## config.mk

```make
export PLATFORM = sky130hd
export DESIGN_NAME = fold_residue
export DESIGN_NICKNAME = d
export VERILOG_FILES = /design/src/rtl/fold_residue_pkg.sv /design/src/rtl/fold_stage.sv /design/src/rtl/fold_fix.sv /design/src/rtl/fold_residue.sv
export SDC_FILE = /design/constraint.sdc
export NUM_CORES = 1
export LEC_CHECK = 0
export BUFFER_PORTS_ARGS = -buffer_cell sky130_fd_sc_hd__buf_2
export CAP_MARGIN = 10
export CORE_AREA = 4 4 47 49
export DETAILED_ROUTE_END_ITERATION = 7
export DIE_AREA = 0 0 51 53
export GPL_TIMING_DRIVEN = 0
export PLACE_DENSITY = 0.88
export SLEW_MARGIN = 10
export SYNTH_ARGS = -nofsm -noshare
export SYNTH_HDL_FRONTEND = slang
export SYNTH_SLANG_ARGS = --single-unit
```

## constraint.sdc

```tcl
create_clock -name vclk -period 20.7
set_input_delay 1.035 -clock vclk [all_inputs]
set_output_delay 1.035 -clock vclk [all_outputs]
set_load 0.02 [all_outputs]
```

## src/rtl/fold_residue_pkg.sv

```systemverilog
package fold_residue_pkg;

  // width of the partial result after one fold of a w-bit magnitude
  function automatic int fold_width(input int w, input int k);
    int g;
    g = (w + k - 1) / k;
    return $clog2(g) + k;
  endfunction

  // input width of fold stage i (stage 0 sees the operand)
  function automatic int stage_w(input int n, input int k, input int i);
    int w;
    w = n;
    for (int j = 0; j < i; j++) w = fold_width(w, k);
    return w;
  endfunction

  // number of folds until the width is at most k+1
  function automatic int num_folds(input int n, input int k);
    int w;
    int c;
    w = n;
    c = 0;
    for (int j = 0; j < 64; j++) begin
      if (w > k + 1) begin
        w = fold_width(w, k);
        c++;
      end
    end
    return c;
  endfunction

endpackage

```

## src/rtl/fold_stage.sv

```systemverilog
module fold_stage #(
  parameter int K     = 2,
  parameter bit PLUS  = 1'b1,
  parameter int IN_W  = 16,
  parameter int OUT_W = 5
) (
  input  logic             sign_i,
  input  logic [IN_W-1:0]  mag_i,
  output logic             sign_o,
  output logic [OUT_W-1:0] mag_o
);

  localparam int G  = (IN_W + K - 1) / K;
  localparam int PW = G * K;
  localparam int AW = OUT_W + 1;
  localparam longint M = PLUS ? (longint'(1) << K) + 1 : (longint'(1) << K) - 1;

  logic [PW-1:0]        pad;
  logic signed [AW-1:0] acc;
  logic                 neg;

  assign pad = PW'(mag_i);

  // odd groups are subtracted in the 2^K+1 mode
  always_comb begin
    acc = '0;
    for (int g = 0; g < G; g++) begin
      if (PLUS && (g % 2) == 1) acc = acc - $signed(AW'(pad[g*K +: K]));
      else                      acc = acc + $signed(AW'(pad[g*K +: K]));
    end
  end

  assign neg    = acc[AW-1];
  assign mag_o  = OUT_W'(neg ? -acc : acc);
  assign sign_o = sign_i ^ neg;

  always_comb begin : cong_blk
    longint vi;
    longint vo;
    vi = longint'(mag_i);
    vo = longint'(mag_o);
    if (sign_i) vi = -vi;
    if (sign_o) vo = -vo;

    fold_congruent_chk: assert (((vi % M) + M) % M == ((vo % M) + M) % M);
  end

endmodule

```

## src/rtl/fold_fix.sv

```systemverilog
module fold_fix #(
  parameter int K    = 2,
  parameter bit PLUS = 1'b1,
  localparam int RW  = PLUS ? K + 1 : K
) (
  input  logic          sign_i,
  input  logic [K:0]    mag_i,
  output logic [RW-1:0] res_o
);

  localparam int W = K + 1;
  localparam logic [W-1:0] M = PLUS ? W'((1 << K) + 1) : W'((1 << K) - 1);

  logic [W-1:0] mag;
  logic         neg;
  logic         zero;
  logic [W-1:0] full;

  if (PLUS) begin : g_plus
    logic signed [W:0] d;
    assign d   = $signed((W+1)'(mag_i[K-1:0])) - $signed((W+1)'(mag_i[K]));
    assign neg = sign_i ^ d[W];
    assign mag = W'(d[W] ? -d : d);
  end else begin : g_minus
    logic [W-1:0] s1;
    logic [W-1:0] s2;
    // end-around carry, applied twice so 2^K wraps to 1
    assign s1  = W'(mag_i[K-1:0]) + W'(mag_i[K]);
    assign s2  = W'(s1[K-1:0]) + W'(s1[K]);
    assign mag = s2;
    assign neg = sign_i;
  end

  assign zero  = (mag == '0) || (mag == M);
  assign full  = zero ? '0 : (neg ? M - mag : mag);
  assign res_o = RW'(full);

  always_comb begin

    absorb_range_chk: assert (mag <= M);
  end

endmodule

```

## src/rtl/fold_residue.sv

```systemverilog
module fold_residue
  import fold_residue_pkg::*;
#(
  parameter int N    = 16,
  parameter int K    = 2,
  parameter bit PLUS = 1'b1,
  localparam int RW  = PLUS ? K + 1 : K
) (
  input  logic [N-1:0]  mag_i,
  input  logic          neg_i,
  output logic [RW-1:0] res_o
);

  localparam int NS = num_folds(N, K);
  localparam int M  = PLUS ? (1 << K) + 1 : (1 << K) - 1;

  for (genvar i = 0; i < NS; i++) begin : g_fold
    localparam int IW = stage_w(N, K, i);
    localparam int OW = stage_w(N, K, i + 1);
    logic          si;
    logic [IW-1:0] mi;
    logic          s;
    logic [OW-1:0] m;
    if (i == 0) begin : g_first
      assign si = neg_i;
      assign mi = mag_i;
    end else begin : g_next
      assign si = g_fold[i-1].s;
      assign mi = g_fold[i-1].m;
    end
    fold_stage #(.K(K), .PLUS(PLUS), .IN_W(IW), .OUT_W(OW)) u_fold (
      .sign_i(si), .mag_i(mi), .sign_o(s), .mag_o(m)
    );
  end

  logic       fs;
  logic [K:0] fm;

  if (NS == 0) begin : g_direct
    assign fs = neg_i;
    assign fm = (K+1)'(mag_i);
  end else begin : g_tail
    assign fs = g_fold[NS-1].s;
    assign fm = (K+1)'(g_fold[NS-1].m);
  end

  fold_fix #(.K(K), .PLUS(PLUS)) u_fix (
    .sign_i(fs), .mag_i(fm), .res_o(res_o)
  );

  always_comb begin

    res_range_chk: assert (int'(res_o) < M);

    zero_in_chk: assert (mag_i != '0 || res_o == '0);
  end

endmodule

```

==> impl_results.md <==
- Status: complete, no violations
- Post-synthesis sequential area ratio: 0
- Routability cong.: 0.752
- Final min period: 9180 ps
- Final max-slew violation count: 0
- Post-Syn Area: 961 sq um
- Seq_cells: 0
- Die Width: 51 um
- Rows: 16
- N_diodes: 0
- Tcrit/Tclk final: 0.443
- Req. time, crit path: 19670 ps
- Worst setup EP type: output pin
- Post-CTS Setup Bufs: 0
- Worst setup SP type: input pin
- Area delta synth->final: 13.9%
- Cells after synthesis: 107
- Crit-path max FO: 6
- First-pass GRT wire length: 2770 um
- Detail Route Antenna Nets: 0
- Mean post-synth cell area: 8.98 sq um
- Top cell by count, worst path: fa_1
- Pre-antenna DRT Iters: 4
- GRT Overall Usage: 0.126
- Share of cells above drive strength 1: 0.189
- Slowest stage delay, CP: 540 ps
- Core footprint: 1860 sq um
- Final Instance Count excl. Fillers: 154
- Post-synth top area share: 0.271
- Biggest area consumer among synthesized cells: fa_1
- FF+latch area: 0 sq um
- Height of the chip: 53 um
- Final-layout clock buffer total: 0
- Vias per cell: 4.87
- Leading cell type in the layout, fill and taps excluded: inv_1
- GR Overflow Total: 0
- CP bufs+invs: 8
- Number of distinct library cells after synthesis: 30
- DP Cell Count: 154
- Max Cap Viol: 0
- Cts hold-fix bufs: 0
- Final nets: 178
- DRC viols: 0
- Final setup violating endpoints: 0
- WL/cell: 10.7 um
- Vias in the first global route: 704
- Largest net degree at the start of global routing: 9
- Multi-input combinational cell area: 852 sq um
- Arr. time, crit path: 8140 ps
- Synth top area cells: fa_1 (27%), ha_1 (25%), inv_1 (11%)
- Hold WC Path Type: in -> out
- Post-Synthesis Net Count: 156
- Die ar.: 2700 sq um
- DP HPWL: 1490 um
- Via count: 750
- Iter 0 DRT Violations: 10
- Final Hold Fails: 0
- F_max: 109 MHz
- Cell at the slowest stage of the critical path: fa_1
- RSZ-0062 raised after global routing: no
- Routed WL: 1640 um
- Cell family with most CP delay: adder cells
- Initial core utilization: 0.516
- Post-cts resize count: 0
- Input/output buffers: 20
- Worst setup path class: in -> out
- Final setup TNS: 0 ps
- Initial antenna violation count: 0
- Commonest non-fill, non-tap cells in the layout: inv_1 (28), buf_2 (20), ha_1 (19), fa_1 (13), nor2_1 (7)
- IO Pins: 20
- Filler cell count: 160
- Syn. warnings: 0
[routing by layer]
layer	GRT usage	up-vias	wire length (um)
met2	0.221	11	893
met1	0.174	353	709
met3	0.00845	0	38
met4	0.00897	0	0
li1	-	386	-
met5	0	-	0
[synthesized netlist by cell type]
library cell / instances
a211oi_2: 1
a21o_1: 1
a21oi_1: 2
a311oi_1: 1
and2_1: 1
and3b_2: 1
and4bb_2: 1
clkbuf_1: 1
conb_1: 1
fa_1: 13
ha_1: 19
inv_1: 28
mux2i_1: 1
nand2_1: 3
nand2b_1: 3
nand3_1: 1
nand4_1: 2
nor2_1: 7
nor3_1: 1
nor3b_1: 1
nor3b_4: 1
nor4b_1: 1
o2111ai_1: 1
o211a_1: 1
o211ai_1: 1
o21ai_0: 3
or4b_1: 2
xnor2_1: 5
xnor3_1: 2
xor2_1: 1
[through the flow]
| step | hold WS [ps] | instance area (sq um) | worst slack, ps | utilization |
|---|---|---|---|---|
| after floorplan | 2490 | 961 | 12000 | - |
| final | 2680 | 1090 | 11520 | 0.588 |
| after detailed placement | 2700 | 1090 | 11540 | 0.588 |
| after global routing | 2770 | 1090 | 11080 | 0.588 |
| after global placement | 2680 | 1090 | 11640 | 0.588 |
| after CTS | 2700 | 1090 | 11510 | 0.588 |
[logic make-up (layout without fill, tap and decap cells)]
| kind of cell | after synthesis | in the layout | synth area share |
|---|---|---|---|
| fa+ha+maj | 32 | 32 | 0.518 |
| buf+inv | 29 | 49 | 0.113 |
| simple gates | 25 | 25 | 0.169 |
| compound gates | 11 | 11 | 0.0833 |
| xor+xnor | 8 | 8 | 0.102 |
| other cells | 1 | 1 | 0.00390 |
| mux | 1 | 1 | 0.0104 |
[area by class of cell]
cell class	instances	area share
Inverter	28	0.0960
Timing Repair Buffer	20	0.0914
Buffer	1	0.00343
Multi-Input combinational cell	78	0.778
Tap cell	27	0.0309
[worst paths after layout]
kind,from,end,slack [ps],depth (start not counted)
setup / recovery,mag_i[9],res_o[0],11520,32
hold / removal,neg_i,res_o[0],2680,5
Power is left out: the tool's default activity adds up to more than one toggle a clock period on the data nets, which glitch-free logic cannot reach.
